<file path="config.mk">
export PLATFORM = sky130hd
export DESIGN_NAME = irq_msg_bridge
export DESIGN_NICKNAME = d
export VERILOG_FILES = /design/src/rtl/irq_bridge_pkg.sv /design/src/rtl/irq_sync.sv /design/src/rtl/irq_line_fsm.sv /design/src/rtl/irq_rr_arb.sv /design/src/rtl/irq_msg_bridge.sv
export SDC_FILE = /design/constraint.sdc
export NUM_CORES = 1
export LEC_CHECK = 0
export CAP_MARGIN = 20
export CORE_AREA = 2 2 102 104
export CTS_BUF_LIST = sky130_fd_sc_hd__clkbuf_8
export DETAILED_ROUTE_END_ITERATION = 7
export DIE_AREA = 0 0 104 106
export GPL_TIMING_DRIVEN = 0
export MAX_ROUTING_LAYER = met4
export SKIP_LAST_GASP = 1
export SLEW_MARGIN = 20
export SYNTH_ARGS = -nofsm -noshare
export SYNTH_HDL_FRONTEND = slang
export SYNTH_SLANG_ARGS = --single-unit
</file>
<file path="constraint.sdc">
create_clock -name clk_i -period 4.15 [get_ports clk_i]
set_input_delay 0.6225 -clock clk_i [delete_from_list [all_inputs] [get_ports clk_i]]
set_output_delay 0.6225 -clock clk_i [all_outputs]
set_load 0.01 [all_outputs]
</file>
<file path="src/rtl/irq_bridge_pkg.sv">
package irq_bridge_pkg;
  typedef enum logic [1:0] {
    ST_IDLE = 2'b00,
    ST_PEND = 2'b01,
    ST_ACT  = 2'b11
  } line_st_e;

  localparam int unsigned REG_STATUS = 0;
  localparam int unsigned REG_TRIG   = 1;
  localparam int unsigned REG_EOI    = 2;

  localparam logic [1:0] TYPE_LEVEL = 2'b01;
  localparam logic [1:0] TYPE_EDGE  = 2'b10;
  localparam int unsigned TYPE_LSB  = 16;
endpackage

</file>
<file path="src/rtl/irq_sync.sv">
module irq_sync #(
  parameter int unsigned N_LINES = 8
) (
  input  logic               clk_i,
  input  logic               rst_ni,
  input  logic [N_LINES-1:0] async_i,
  output logic [N_LINES-1:0] lvl_o,
  output logic [N_LINES-1:0] prev_o
);
  logic [N_LINES-1:0] s1_q, s2_q, s3_q;

  always_ff @(posedge clk_i or negedge rst_ni) begin
    if (!rst_ni) begin
      s1_q <= '0;
      s2_q <= '0;
      s3_q <= '0;
    end else begin
      s1_q <= async_i;
      s2_q <= s1_q;
      s3_q <= s2_q;
    end
  end

  assign lvl_o  = s2_q;
  assign prev_o = s3_q;
endmodule

</file>
<file path="src/rtl/irq_line_fsm.sv">
module irq_line_fsm
  import irq_bridge_pkg::*;
(
  input  logic     clk_i,
  input  logic     rst_ni,
  input  logic     edge_mode_i,
  input  logic     lvl_i,
  input  logic     prev_i,
  input  logic     send_i,
  input  logic     eoi_i,
  output line_st_e state_o
);
  line_st_e st_q, st_d;
  logic     trig;

  assign trig = edge_mode_i ? (lvl_i & ~prev_i) : lvl_i;

  always_comb begin
    st_d = st_q;
    unique case (st_q)
      ST_IDLE: if (trig) st_d = ST_PEND;
      ST_PEND: if (send_i) st_d = ST_ACT;     // eoi ignored: message still owed
      ST_ACT:  if (eoi_i || (!edge_mode_i && !lvl_i)) st_d = ST_IDLE;
      default: st_d = ST_IDLE;
    endcase
  end

  always_ff @(posedge clk_i or negedge rst_ni) begin
    if (!rst_ni) st_q <= ST_IDLE;
    else         st_q <= st_d;
  end

  assign state_o = st_q;
endmodule

</file>
<file path="src/rtl/irq_rr_arb.sv">
module irq_rr_arb #(
  parameter int unsigned N_LINES = 8,
  localparam int unsigned IDX_W  = $clog2(N_LINES)
) (
  input  logic               clk_i,
  input  logic               rst_ni,
  input  logic [N_LINES-1:0] req_i,
  input  logic               ready_i,
  output logic               valid_o,
  output logic [IDX_W-1:0]   idx_o,
  output logic [N_LINES-1:0] grant_o
);
  logic [IDX_W-1:0] ptr_q, lock_idx_q, pick;
  logic             lock_q, found;
  logic [IDX_W:0]   cand;

  always_comb begin
    pick  = ptr_q;
    found = 1'b0;
    cand  = '0;
    for (int k = 0; k < N_LINES; k++) begin
      cand = {1'b0, ptr_q} + (IDX_W+1)'(k);
      if (cand >= (IDX_W+1)'(N_LINES)) cand = cand - (IDX_W+1)'(N_LINES);
      if (!found && req_i[cand[IDX_W-1:0]]) begin
        found = 1'b1;
        pick  = cand[IDX_W-1:0];
      end
    end
  end

  assign valid_o = |req_i;
  // a stalled offer keeps its index until taken
  assign idx_o   = lock_q ? lock_idx_q : pick;

  always_comb begin
    grant_o = '0;
    if (valid_o && ready_i) grant_o[idx_o] = 1'b1;
  end

  always_ff @(posedge clk_i or negedge rst_ni) begin
    if (!rst_ni) begin
      ptr_q      <= '0;
      lock_q     <= 1'b0;
      lock_idx_q <= '0;
    end else begin
      lock_q     <= valid_o & ~ready_i;
      lock_idx_q <= idx_o;
      if (valid_o && ready_i)
        ptr_q <= (idx_o == IDX_W'(N_LINES-1)) ? '0 : idx_o + 1'b1;
    end
  end
endmodule

</file>
<file path="src/rtl/irq_msg_bridge.sv">
module irq_msg_bridge
  import irq_bridge_pkg::*;
#(
  parameter int unsigned N_LINES = 8,
  parameter int unsigned ADDR_W  = 4,
  parameter int unsigned DATA_W  = 32,
  localparam int unsigned IDX_W  = $clog2(N_LINES)
) (
  input  logic               clk_i,
  input  logic               rst_ni,
  input  logic [N_LINES-1:0] irq_i,
  input  logic               wr_en_i,
  input  logic [ADDR_W-1:0]  wr_addr_i,
  input  logic [DATA_W-1:0]  wr_data_i,
  input  logic [ADDR_W-1:0]  rd_addr_i,
  output logic [DATA_W-1:0]  rd_data_o,
  output logic               msg_valid_o,
  input  logic               msg_ready_i,
  output logic [IDX_W-1:0]   msg_idx_o
);
  logic [N_LINES-1:0]   lvl_sync, lvl_prev, edge_q, eoi_vec, send_vec, pend_vec;
  logic [2*N_LINES-1:0] st_flat;
  logic [IDX_W-1:0]     wr_line;
  logic                 wr_line_ok;
  logic [1:0]           wr_type;

  assign wr_line    = wr_data_i[IDX_W-1:0];
  assign wr_line_ok = (int'(wr_line) < N_LINES);
  assign wr_type    = wr_data_i[TYPE_LSB +: 2];

  irq_sync #(.N_LINES(N_LINES)) u_sync (
    .clk_i  (clk_i),
    .rst_ni (rst_ni),
    .async_i(irq_i),
    .lvl_o  (lvl_sync),
    .prev_o (lvl_prev)
  );

  always_ff @(posedge clk_i or negedge rst_ni) begin
    if (!rst_ni) begin
      edge_q <= '0;
    end else if (wr_en_i && wr_addr_i == ADDR_W'(REG_TRIG) && wr_line_ok) begin
      if (wr_type == TYPE_EDGE)       edge_q[wr_line] <= 1'b1;
      else if (wr_type == TYPE_LEVEL) edge_q[wr_line] <= 1'b0;
    end
  end

  always_comb begin
    eoi_vec = '0;
    if (wr_en_i && wr_addr_i == ADDR_W'(REG_EOI) && wr_line_ok) eoi_vec[wr_line] = 1'b1;
  end

  for (genvar g = 0; g < N_LINES; g++) begin : g_line
    line_st_e st;
    irq_line_fsm u_fsm (
      .clk_i      (clk_i),
      .rst_ni     (rst_ni),
      .edge_mode_i(edge_q[g]),
      .lvl_i      (lvl_sync[g]),
      .prev_i     (lvl_prev[g]),
      .send_i     (send_vec[g]),
      .eoi_i      (eoi_vec[g]),
      .state_o    (st)
    );
    assign st_flat[2*g +: 2] = st;
    assign pend_vec[g]       = (st == ST_PEND);
  end

  irq_rr_arb #(.N_LINES(N_LINES)) u_arb (
    .clk_i  (clk_i),
    .rst_ni (rst_ni),
    .req_i  (pend_vec),
    .ready_i(msg_ready_i),
    .valid_o(msg_valid_o),
    .idx_o  (msg_idx_o),
    .grant_o(send_vec)
  );

  always_comb begin
    rd_data_o = '0;
    if (rd_addr_i == ADDR_W'(REG_STATUS))    rd_data_o[2*N_LINES-1:0] = st_flat;
    else if (rd_addr_i == ADDR_W'(REG_TRIG)) rd_data_o[N_LINES-1:0]   = edge_q;
  end
endmodule

</file>
# Word-level counts from Yosys, hierarchy flattened

Index checks and enable logic that the tools add are counted.

Add/subtract/negate cells: 16
Magnitude comparators: 20
Equal/unequal tests: 46
Mux-type cells: 92
Bitwise gates (word level): 21
Reduce and logical (&&, ||, !) cells: 71

Operators with widths:

| kind                                                       | number |
|---|---|
| two-way mux 8 bit                                          | 7 |
| two-way mux 3 bit                                          | 18 |
| two-way mux 2 bit                                          | 24 |
| one-hot mux 2 bit (3 select lines)                         | 8 |
| less-than comparator 3 x 4 -> 1 bit, second input constant | 10 |
| != test 2 x 1 -> 1 bit, second input constant              | 16 |
| greater-or-equal comparator 4 bit, second input constant   | 7 |
| two-way mux 1 bit                                          | 25 |
| binary-select mux 1 bit (select 3 bit)                     | 8 |
| AND reduction 3 bit                                        | 8 |
| subtractor 3 x 1 -> 3 bit, second input constant           | 8 |
| logical NOT 1 bit                                          | 23 |
| logical AND 1 bit                                          | 20 |
| == test 2 x 1 -> 1 bit, second input constant              | 9 |
| == test 2 bit, second input constant                       | 9 |
| adder 3 x 3 -> 4 bit, second input constant                | 4 |
| logical NOT 2 bit                                          | 8 |
| != test 2 bit, second input constant                       | 8 |
| bitwise AND 1 bit                                          | 9 |
| NOT 1 bit                                                  | 9 |
| adder 3 x 2 -> 4 bit, second input constant                | 2 |
| bitwise AND 8 bit                                          | 1 |
| == test 4 x 1 -> 1 bit, second input constant              | 2 |
| logical OR 1 bit                                           | 8 |
| other kinds (13)                                           | 15 |

Bits in registers: 55
Input port bits: 52
Logic and storage cells: 281

# Logic depth before layout (Yosys ltp)

Depth after elaboration: 34
Gate-level depth with buffers: 16
Mapped depth without buffers: 13

# By module

From an unflattened synthesis, not the netlist that was laid out.

Cell total of the unflattened synthesis: 345
Area, all modules: 3614.7 um2

Modules (own cells, without submodules):

| module         | times used | cells an instance | area each (um2) |
|---|---|---|---|
| irq_rr_arb     | 1          | 136               | 1338.8 |
| irq_line_fsm   | 8          | 12                | 107.6 |
| irq_msg_bridge | 1          | 89                | 814.5 |
| irq_sync       | 1          | 24                | 600.6 |

# Least setup slack after synthesis

No wires, ideal clock.

Path type: register -> register
Start: reg u_arb.ptr_q[0]
End: reg u_arb.ptr_q[2]
Arrival time: 3679 ps
Setup slack: 346 ps
Cell stages (with the launch flop): 15
Buffers on the path: 3
Clock period less this slack: 3804 ps
Cell sequence: dfrtp_1 buf_6 clkinv_8 buf_6 ha_1 clkbuf_1 mux4_2 or4b_1 a211oi_1 a211oi_1 a221oi_2 inv_2 and2_1 ha_1 mux2_2

Cells in the longest elaborated chain, start to end: 29
Elaborated cells on any way between the ends: 80

Ends and longest elaborated chain:

| what                                                                          | RTL line             | source |
|---|---|---|
| start: declaration                                                            | irq_rr_arb.sv:13     | `logic [IDX_W-1:0] ptr_q, lock_idx_q, pick;` |
| start signal: assignment                                                      | irq_rr_arb.sv:49     | `ptr_q <= (idx_o == IDX_W'(N_LINES-1)) ? '0 : idx_o + 1'b1;` |
| parallel branches: the longest is 25 deep, another holds adder 3 x 1 -> 4 bit | n/a                  |  |
| two-way mux 3 bit *                                                           | irq_rr_arb.sv:24     | `if (!found && req_i[cand[IDX_W-1:0]]) begin` |
| two-way mux 3 bit *                                                           | irq_rr_arb.sv:33     | `assign idx_o = lock_q ? lock_idx_q : pick;` |
| net msg_idx_o[1]                                                              | irq_msg_bridge.sv:19 | `output logic [IDX_W-1:0] msg_idx_o` |
| adder 3 x 1 -> 3 bit / == test 3 bit (equally long branches)                  | irq_rr_arb.sv:49     |  |
| two-way mux 3 bit *                                                           | irq_rr_arb.sv:49     |  |

Mark *: on every way through the listed nets, which the timed path passes. The select of a mux whose other input is x is not followed.
A chain may end at the register's enable or synchronous reset.

# Worst setup path after layout

Start: reg u_arb.ptr_q[0]
End: out msg_idx_o[1]

Cells in the longest elaborated chain, start to end: 27
Elaborated cells on any way between the ends: 77

Ends and longest elaborated chain:

| what                                                                          | RTL line |
|---|---|
| parallel branches: the longest is 25 deep, another holds adder 3 x 1 -> 4 bit | n/a |
| two-way mux 3 bit *                                                           | irq_rr_arb.sv:24 |
| two-way mux 3 bit *                                                           | irq_rr_arb.sv:33 |
| end: declaration                                                              | irq_msg_bridge.sv:19 |

Mark *: on every way between the ends. The select of a mux whose other input is x is not followed.

==> impl_results.md <==
* Status: completed
* Initial DRC Count at 114
* Ant diodes at 0
* RR Startpoint: u_arb.ptr_q[0]
* Final HPWL DP at 6.30 mm
* CTS Sinks at 55
* Synth top area share at between 40% and 50%
* Via count at 2735
* Root Buffer Master: clkbuf_8
* Pleak at about 1.7 nW
* Share of layout cells above drive strength 1 at approximately a quarter
* Syn-to-layout area delta at 27.1%
* Setup CP Type: register to output port
* Switching share of power at 45.2%
* Clock Pin Slew Worst Setup and Hold Paths at 0.11 ns
* CTS tree: done
* Clk_skew at roughly 0.011 ns
* Register area share after synthesis at 40.7%
* Fillers at 989
* FF-to-FF setup slack at about 0.38 ns
* Initial antenna violation count at 0
* Die Ht at approximately 110 um
* Worst R2R End: u_arb.ptr_q[2]
* Psw at 1.46 mW
* Post-synth EDFFs at 0
* Via density at 5.21
* Post-synthesis cell type count at 64
* CTS buffer count at 5
* HP Class: input port to asynchronous set/reset pin
* GPL Wtd Cong at 0.849
* Tmin final at 4.02 ns
* Tot GR Track Use at between 15 and 20%
* Max rail drop VDD at 0.240 mV
* Worst Setup Start Kind: register
* Worst-Skew Late Latency at around 0.31 ns
* First-pass GRT wire length at 13.8 mm
* Max-slew violations at 0
* Cell Pwr Density at around 750 nW/um^2
* Placed insts at 506
* Top Ports at 88
* Grt total ovfl at 0
* Synth Flop Type: dfrtp_1
* Finish-stage setup viols at 0
* Cell row count at 37
* Internal power at 1.77 mW
* Synth area leader: dfrtp_1
* Maximum clock frequency at roughly 0.25 GHz
* Core ar. at between 9000 and 10000 um^2
* Final Routed Wirelength at 8.43 mm
* CP arrival at 3.40 ns
* Clk pwr share at a little under a tenth
* Cells after Synth at 313
* Post-layout nets at ~440
* Critical Path Sink Type: output port
* Die area at 11000 um^2
* Critical Path Fanout Max at 10
* Combinational power share at about two thirds
* Sequential power share at between 20% and 30%
* Fin cells at 525
* Max_cap viols at 0
* Clock Path Buffers at 2
* Port buffer count at 42
* Vias in the first global route at about 2700
* Crit path required time at 3.53 ns
* Post-Syn Area at approximately 3400 um^2
* Largest net degree at the start of global routing at 56
* Final Cycle Share at 96.9%
* Synth Area per Inst at 10.8 um^2
* Seq cells post-synth at 55
* Endpoints failing hold at 0
* Syn. warnings at 0
* Crit path launch: u_arb.ptr_q[0]
* Routed Antenna Nets at 0
* CTS H-Tree Depth at 2
* Area contributors post-synth: dfrtp_1, mux4_2, nand2_1
* Initial Util at approximately 34%
* # DRC at 0
* Reg2Reg Depth at 14
* DR WL/cell at 16.1 um
* Dpl ws at -0.468 ns
* Die W at 104 um
* First-pass DRT Iterations at 4
* Hold_buf cts at 0
* Max_slew headroom at a little under half
* Final hold slack at 0.342 ns
* Worst-Margin Slew at 0.814 ns
* Synth async-reset ratio at 100%
* PnR worst setup slack at 0.128 ns
[worst max-delay path, cell delays in order, from the launching register on]
cell	delay, ns
dfrtp_1	0.41
buf_12	0.15
clkinv_8	0.07
buf_6	0.16
ha_4	0.32
mux4_2	0.55
or4b_4	0.56
a211oi_4	0.19
a211oi_1	0.10
a221oi_2	0.26
inv_2	0.09
clkdlybuf4s15_1	0.24
[worst max path at each step]
stage	depth (start not counted)	endpoint
floorplan	14	u_arb.ptr_q[2]
global placement	13	msg_idx_o[1]
detailed placement	12	msg_idx_o[1]
CTS	11	msg_idx_o[1]
global route	11	msg_idx_o[0]
finish	11	msg_idx_o[1]
[placed cells by master (no fill, tap or decap), types with 5 or more instances in the layout]
cell type and n:
clkbuf_8 5, a22o_1 9, o31ai_1 6, mux4_2 12, clkbuf_1 5, mux2i_1 9, nand3_1 6, inv_1 6
conb_1 16, buf_4 29, dfrtp_1 55, nand2b_2 6, o2111ai_1 8, a21oi_1 22, mux2_2 11, and2_1 10
nor2_1 12, nor2b_1 7, clkdlybuf4s50_1 38, nand2_1 36
[layer usage]
metal  GRT usage (%)  share of wire [%]  vias up
li1                -                  -     1290
met1            19.8                 42     1352
met4            4.15                1.8        0
met3            1.72                4.1       13
met5               -                  0        -
met2            27.8                 52       80
[synthesized netlist by cell type (all sizes together) (2+ instances only)]
library cell / count
a221oi: 2
or4b: 2
clkbuf: 6
nor3b: 3
clkinv: 3
o22ai: 2
o31ai: 10
a21o: 2
xnor2: 4
nor3: 2
mux2i: 12
o2111ai: 8
nor4b: 2
dfrtp: 55
and2b: 3
ha: 4
or2: 2
nand3: 6
nor2b: 7
mux2: 11
nand2b: 9
nor4: 3
a21oi: 22
mux4: 12
o21ai: 3
nand2: 37
buf: 19
o2bb2ai: 2
nor2: 12
a22o: 9
a211oi: 4
inv: 7
a32oi: 3
and2: 10
[timing repair]
action                                 in CTS  in global routing
gates resized for setup                    10                 11
setup endpoints to repair                   6                  3
buffers inserted                            4                  8
pin swaps                                   1                  5
endpoints found under the hold margin       0                  0
[power groups by stage]
stage / Sequential, mW / Combinational (mW) / Clock, mW
2_1_floorplan: 0.714 / 1.44 / 0
3_5_place_dp: 0.751 / 1.88 / 0
3_3_place_gp: 0.746 / 1.85 / 0
6_report: 0.748 / 2.19 / 0.301
4_1_cts: 0.744 / 1.97 / 0.313
5_1_grt: 0.764 / 2.37 / 0.333
[cell families after synthesis]
| logic type | share of synthesized area [%] |
|---|---|
| simple gates | 16.6 |
| compound gates | 17.8 |
| flops | 40.7 |
| mux | 15.4 |
| buf+inv | 6.52 |
| xor+xnor | 1.30 |
| fa+ha+maj | 1.48 |
| other cells | 0.111 |
[per-stage QoR]
stage | instance area, um^2 | util [%] | TNS [ns] | power (mW)
after detailed placement | 4040 | 40.4 | -1.12 | 2.63
after CTS | 4190 | 41.9 | -0.0595 | 3.03
after global placement | 4030 | 40.3 | -1.01 | 2.60
final | 4290 | 42.9 | 0 | 3.23
after floorplan | 3430 | - | 0 | 2.15
after global routing | 4290 | 42.9 | -0.00956 | 3.46
[cell type report]
class / count / area (um^2) / area share [%]
multi-input cells: 238 / 1920 / 44.8
repair buffers: 54 / 503 / 11.7
plain buffers: 24 / 175 / 4.08
inverters: 10 / 51.3 / 1.19
flip-flops and latches: 55 / 1380 / 32.1
clock inverters: 3 / 25.0 / 0.583
clock buffers: 5 / 68.8 / 1.60
well taps: 136 / 170 / 3.96
Note: power is estimated with default switching activity, not from simulation.
